`config.mk`:
```
export PLATFORM = sky130hd
export DESIGN_NAME = strobe_realigner
export DESIGN_NICKNAME = d
export VERILOG_FILES = /design/src/rtl/strobe_realigner.sv
export SDC_FILE = /design/constraint.sdc
export NUM_CORES = 1
export LEC_CHECK = 0
export BUFFER_PORTS_ARGS = -buffer_cell sky130_fd_sc_hd__buf_2
export CORE_AREA = 2 2 39 41
export DETAILED_ROUTE_END_ITERATION = 16
export DIE_AREA = 0 0 41 43
export SYNTH_ARGS = -nofsm -noshare
export SYNTH_HDL_FRONTEND = slang
export SYNTH_SLANG_ARGS = --single-unit
```
`constraint.sdc`:
```
create_clock -name rx_strobe -period 1.6 [get_ports rx_strobe]
set_clock_uncertainty 0.05 [all_clocks]
set_input_delay 0.48 -clock rx_strobe [delete_from_list [all_inputs] [get_ports rx_strobe]]
set_output_delay 0.48 -clock rx_strobe [all_outputs]
set_load 0.02 [all_outputs]
```
`src/rtl/strobe_realigner.sv`:
```
module strobe_realigner #(
  parameter int SETTLE_CYCLES = 16
) (
  input  logic rx_strobe,
  input  logic rst_n,
  input  logic double_mode,
  input  logic near_lock,
  input  logic far_lock,
  input  logic phase_flag,
  output logic tx_strobe,
  output logic link_ready,
  output logic rdy_for_data,
  output logic data_valid_n
);
  localparam int CNT_W = $clog2(SETTLE_CYCLES + 1);
  localparam logic [CNT_W-1:0] CNT_LAST = CNT_W'(SETTLE_CYCLES - 1);

  typedef enum logic [1:0] {ACQUIRE = 2'd0, CHECK_PHASE = 2'd1, SLIP = 2'd2, READY = 2'd3} seq_t;

  seq_t             state, state_nx;
  logic [CNT_W-1:0] cnt;
  logic             div_q;
  logic             both_lock;
  logic             counting;

  assign both_lock = near_lock & far_lock;
  assign counting  = (state == ACQUIRE) && both_lock;

  always_comb begin
    state_nx = state;
    if (!both_lock) begin
      state_nx = ACQUIRE;
    end else begin
      case (state)
        ACQUIRE:     if (cnt == CNT_LAST) state_nx = CHECK_PHASE;
        CHECK_PHASE: state_nx = (double_mode && phase_flag) ? SLIP : READY;
        SLIP:        state_nx = ACQUIRE;
        default:     state_nx = READY;
      endcase
    end
  end

  always_ff @(posedge rx_strobe) begin
    if (!rst_n) begin
      state <= ACQUIRE;
      cnt   <= '0;
      div_q <= 1'b0;
    end else begin
      state <= state_nx;
      if (counting && cnt != CNT_LAST) cnt <= cnt + 1'b1;
      else if (!counting)              cnt <= '0;
      if (state != SLIP) div_q <= ~div_q;
    end
  end

  assign tx_strobe    = double_mode ? div_q : rx_strobe;
  assign link_ready   = (state == READY);
  assign rdy_for_data = link_ready;
  assign data_valid_n = ~rdy_for_data;
endmodule


```
Yosys cells after proc, flatten, opt, wreduce, memory -nomap -nowiden
Cells that the tools add are included.

word-level totals
  bits in registers = 8
  input bits = 6
  word-level logic and storage cells = 26

cells by class
  add/subtract/negate cells = 1
  equal/unequal tests = 8
  multiplexer cells = 6
  bitwise gates (word level) = 3
  reductions and logical operators = 5

operator list
  kind                 number
  $mux 5               2
  $pmux 2 s3           1
  $add 5x1->5 const B  1
  $eq 5x4->1 const B   1
  $ne 5x4->1 const B   1
  $eq 2x2->1 const B   2
  $ne 2x1->1 const B   2
  $logic_and 1x1->1    3
  $eq 2x1->1 const B   1
  $logic_not 2->1      1
  $mux 1               2
  $mux 2               1
  $ne 2x2->1 const B   1
  $not 1->1            2
  $reduce_and 2->1     1
  $and 1x1->1          1

Longest topological paths before layout
Gate-level depths: netlist of the first run.

  depth in word-level cells = 4
  depth in mapped cells = 7
  mapped depth without buffers = 6

==> results.cfg, run 1 <==
[pwr]
pwr-share-comb = 0.030
p_sw_frac = 0.225
p_int_mw = 0.436
ir_worst_vdd_v = 0.000357
power_switching_mw = 0.126
p_seq_frac = 0.364
power.clock.fraction = 0.606
p_per_area_nw_per_um2 = 1140
p_leak_nw = 0.224

[synth]
syn_nets = 50
yosysWarnings = 0
avgSynthCellArea_um2 = 8.91
synth_cell_types = 20
synthCells = 42
netlist_area_um2 = 374
synth_seq_cells = 8
yosysSeqAreaShare = 0.428

[detailed_routing]
vias = 316
via_per_inst = 4.45
drt_iter0_drc = 4
first_pass_iters = 3
wl_per_cell_um = 8.94
route.detailed.drc = 0
ant_nets = 0
routed_wl_um = 635

[timing]
hold_viol = 0
relSlewSlack = 0.897
hold_slack_ns = 0.317
rsz0062_at_grt = yes
slew_viol_final = 0
setup_slack_ns = -0.212
fin_setup_tns_ns = -0.212
worst_pin_slew_ns = 0.153
setup_viol = 1

[placed_design]
gp_congestion = 0.740
dp_hpwl_um = 476
place_area_um2 = 438
dp_cells = 66
numPortBuffers = 9

[setup_path]
path_max_fanout = 2
timing.critical_path.from = rx_strobe
r2r-end = cnt[3]
crit_path_end = tx_strobe
cp_num_buf_inv = 2
path_depth = 3
end_kind = primary output
cp.arrival_ns = 1.28
worstPathCellList = buf_8 > mux2_4 > buf_6
required_ns = 1.07
critPathSlowestCell = mux2_4
start_kind = clock port
setup.worst_path.class = clk -> out
r2r_slack_ns = 0.12
r2r_start = cnt[0]
reg2reg_depth = 6
cp_slowest_stage_delay_ns = 0.26
critPathTopFamily = multiplexers

[clock_network]
postCtsResizedCells = 4
path_clk_slew_ns = 0.05
insertion_delay_ns = 0.37
ctsHoldBuffers = 0
cts_tree = done
postCtsSetupRepairBufs = 0

[floorplan]
die_x_um = 41
start_util = 0.270
coreArea_um2 = 1380
dieArea_um2 = 1760
ios = 10
num_rows = 14
dieHeight_um = 43

[cells_and_area]
fin_util = 0.355
area_growth_pct = 31.4
stdcell_count = 71
final_area_um2 = 492
fin_nets = 65
drive_above_1_share = 0.364
mostFrequentLayoutCell = buf_2
n_antenna_cell = 0
layout_common_cells = buf_2, nor2_1, dfxtp_1

[global_route]
antenna_found_initial = 0
grt_start_max_net_pins = 7
grt_pass1_wl_um = 1060
grt_overflow = 0
grt_usage = 0.104
grt_pass1_vias = 295

[outcome]
violations = setup timing
status = finished, violations left

[job]
max-cap-violations = 0

[min_path]
min_path_type = in -> reg
[per-stage QoR]
| step | total power [mW] | setup slack [ns] |
|---|---|---|
| 5_1_grt | 0.595 | -0.220 |
| 4_1_cts | 0.558 | -0.231 |
| 2_1_floorplan | 0.259 | -0.0213 |
| 6_report | 0.562 | -0.212 |
| 3_3_place_gp | 0.279 | -0.126 |
| 3_5_place_dp | 0.279 | -0.126 |
[layout make-up]
type	instances	area, um^2
tap	16	20.0
timing repair buffer	9	47.5
multi-input combinational	28	190
clock buffer	6	56.3
fill	146	892
sequential	8	163
inverter	4	15.0
[worst reg2reg max path: stages (launching register included)]
cell and delay (ns):
dfxtp_1 0.33, ha_1 0.21, and3_1 0.18, ha_1 0.22, nand4b_1 0.19, xor2_1 0.15, nor2_1 0.05
[synth_stat cells (all sizes together)]
library cell	number	area, um^2
mux2	1	11.3
ha	2	25.0
o21ai	2	10.0
nor2	7	26.3
mux2i	1	10.0
xnor2	1	8.76
or3	2	17.5
xor2	2	17.5
a21oi	2	10.0
nand3	2	15.0
nand2	2	7.51
dfxtp	8	160
inv	4	15.0
and3	2	12.5
buf	2	12.5
nor2b	1	6.26
nand4b	1	8.76
[how the worst min path moves through the flow]
stage,endpoint,slack [ns],depth (start not counted),from
4_1_cts,state[0],0.31,3,far_lock
3_5_place_dp,cnt[4],0.43,2,cnt[4]
2_1_floorplan,cnt[4],0.40,2,cnt[4]
3_3_place_gp,cnt[4],0.42,2,cnt[4]
5_1_grt,state[0],0.32,3,far_lock
6_report,div_q,0.32,2,rst_n
[power by group through the flow]
stage / Clock, mW / Sequential, mW / Combinational (mW)
2_1_floorplan: 0.0430 / 0.209 / 0.00775
3_3_place_gp: 0.0535 / 0.209 / 0.0161
3_5_place_dp: 0.0535 / 0.209 / 0.0167
4_1_cts: 0.337 / 0.205 / 0.0168
5_1_grt: 0.371 / 0.205 / 0.0190
6_report: 0.341 / 0.205 / 0.0167
[registers in the layout (all words and copies together) (netlist names)]
| signal | cells |
|---|---|
| state | 2 |
| cnt | 5 |
| div_q | 1 |
[routing by layer]
layer,track usage,vias to the layer above,share of wire
li1,-,163,-
met1,0.0939,137,0.46
met2,0.125,11,0.39
met3,0.0628,5,0.094
met4,0.147,0,0.054
met5,0,-,0
[logic make-up (layout without fill, tap and decap cells)]
family / after synthesis / count (layout) / synth area share
xor gates and xnor gates: 3 / 3 / 0.0702
adders and majority gates: 2 / 2 / 0.0669
muxes: 2 / 2 / 0.0569
buffers and inverters: 6 / 19 / 0.0736
AOI/OAI and AO/OA: 4 / 4 / 0.0535
DFF: 8 / 8 / 0.428
and+or+nand+nor: 17 / 17 / 0.251
Note: power is estimated with default switching activity, not from simulation.
==> run 2, diff against run 1 <==
--- a/config.mk
+++ b/config.mk
@@ -9,6 +9,9 @@
 export CORE_AREA = 2 2 39 41
 export DETAILED_ROUTE_END_ITERATION = 16
 export DIE_AREA = 0 0 41 43
+export PLACE_DENSITY_LB_ADDON = 0.12
+export RECOVER_POWER = 50
 export SYNTH_ARGS = -nofsm -noshare
 export SYNTH_HDL_FRONTEND = slang
 export SYNTH_SLANG_ARGS = --single-unit
+export TNS_END_PERCENT = 10
==> run 2 against run 1 <==
Compared with the run above:
- the run still ends with setup timing left
- power increased by 0.94%
- sequential cell count unchanged
- clock power increased by 1%
- cell area decreased by 0.25%
- routed wire length increased by 12%
- sequential power about the same
- utilization decreased by 0.090 points
- hold slack got worse by 0.0072 ns
- critical path depth unchanged
- die area unchanged
==> results.cfg, run 2 (synthesis gave the netlist of run 1 again) <==
[outcome]
status = finished, violations left
violations = setup timing

[pwr]
p_per_area_nw_per_um2 = 1160
fin_total_pwr_mw = 0.567
p_seq_frac = 0.362
p_leak_nw = 0.223
p_int_mw = 0.436
pwr-share-comb = 0.029
ir_worst_vdd_v = 0.000526
power.clock.fraction = 0.609
p_sw_frac = 0.232
power_switching_mw = 0.131

[min_path]
hold_end = state[1]
min_path_type = in -> reg
hp-start = far_lock
hold_depth = 3

[detailed_routing]
routed_wl_um = 714
route.detailed.drc = 0
via_per_inst = 4.39
ant_nets = 0
drt_iter0_drc = 11
wl_per_cell_um = 10.1
vias = 312
first_pass_iters = 4

[clock_network]
cts_tree = done
postCtsSetupRepairBufs = 0
ctsHoldBuffers = 0
insertion_delay_ns = 0.36
path_clk_slew_ns = 0.06
postCtsResizedCells = 4

[setup_path]
r2r_slack_ns = 0.07
required_ns = 1.07
end_kind = primary output
reg2reg_depth = 6
path_max_fanout = 2
start_kind = clock port
setup.worst_path.class = clk -> out
r2r_start = cnt[0]
r2r-end = cnt[3]
cp.arrival_ns = 1.29

[floorplan]
num_rows = 14
ios = 10
die_x_um = 41
dieArea_um2 = 1760
dieHeight_um = 43
coreArea_um2 = 1380
start_util = 0.270

[global_route]
grt_usage = 0.109
antenna_found_initial = 0
grt_pass1_wl_um = 1150
grt_start_max_net_pins = 7
grt_overflow = 0
grt_pass1_vias = 325

[timing]
setup_slack_ns = -0.224
relSlewSlack = 0.865
slew_viol_final = 0
setup_viol = 3
worst_pin_slew_ns = 0.202
rsz0062_at_grt = yes
hold_viol = 0

[cells_and_area]
drive_above_1_share = 0.345
reg_top3 = cnt (5), state (2), div_q (1)
top_register = cnt
layout_common_cells = buf_2, nor2_1, dfxtp_1
stdcell_count = 71
mostFrequentLayoutCell = buf_2
nFillCells = 148
fin_nets = 65
n_antenna_cell = 0
area_growth_pct = 31.1
largest_reg_flops = 5
final_area_um2 = 490

[job]
max-cap-violations = 0

[placed_design]
gp_congestion = 0.604
dp_hpwl_um = 460
place_area_um2 = 438
dp_cells = 66
numPortBuffers = 9
==> run 2: worst max-delay path: stages <==
cell    delay (ns)
buf_8         0.09
mux2_4        0.27
buf_6         0.13
==> run 2: final cells by class <==
cell class              instances  area [um^2]  share of cell area
repair buffers                  9         47.5              0.0969
flip-flops and latches          8          161               0.329
well taps                      16         20.0              0.0408
inverters                       4         15.0              0.0306
clock buffers                   6         56.3               0.115
multi-input cells              28          190               0.388
==> run 2: power by group through the flow <==
stage                     registers (mW)  clock network, mW  logic (mW)
final                              0.205              0.346      0.0167
after global routing               0.205              0.367      0.0188
after CTS                          0.205              0.339      0.0168
after detailed placement           0.209             0.0535      0.0164
after global placement             0.209             0.0535      0.0164
after floorplan                    0.209             0.0430     0.00775
==> run 2: metrics by stage <==
| step | TNS, ns | hold slack, ns | utilization | worst slack [ns] |
|---|---|---|---|---|
| finish | -0.265 | 0.310 | 0.354 | -0.224 |
| global route | -0.457 | 0.316 | 0.354 | -0.226 |
| CTS | -0.241 | 0.306 | 0.354 | -0.241 |
| detailed placement | -0.126 | 0.423 | 0.316 | -0.126 |
| global placement | -0.126 | 0.431 | 0.316 | -0.126 |
| floorplan | -0.0213 | 0.404 | - | -0.0213 |
==> run 2: worst max path at each step <==
stage                         start  slack, ns         to
after floorplan           rx_strobe      -0.02  tx_strobe
after global placement    rx_strobe      -0.13  tx_strobe
after detailed placement  rx_strobe      -0.13  tx_strobe
after CTS                 rx_strobe      -0.24  tx_strobe
after global routing      rx_strobe      -0.23  tx_strobe
final                     rx_strobe      -0.22  tx_strobe
==> run 2: routing by layer <==
layer	vias to the layer above	part of all wire	GRT usage	wire length (um)
met1	138	0.48	0.106	346
met4	0	0.011	0.153	8
li1	164	-	-	-
met5	-	0	0	0
met3	2	0.036	0.0471	26
met2	8	0.46	0.134	332
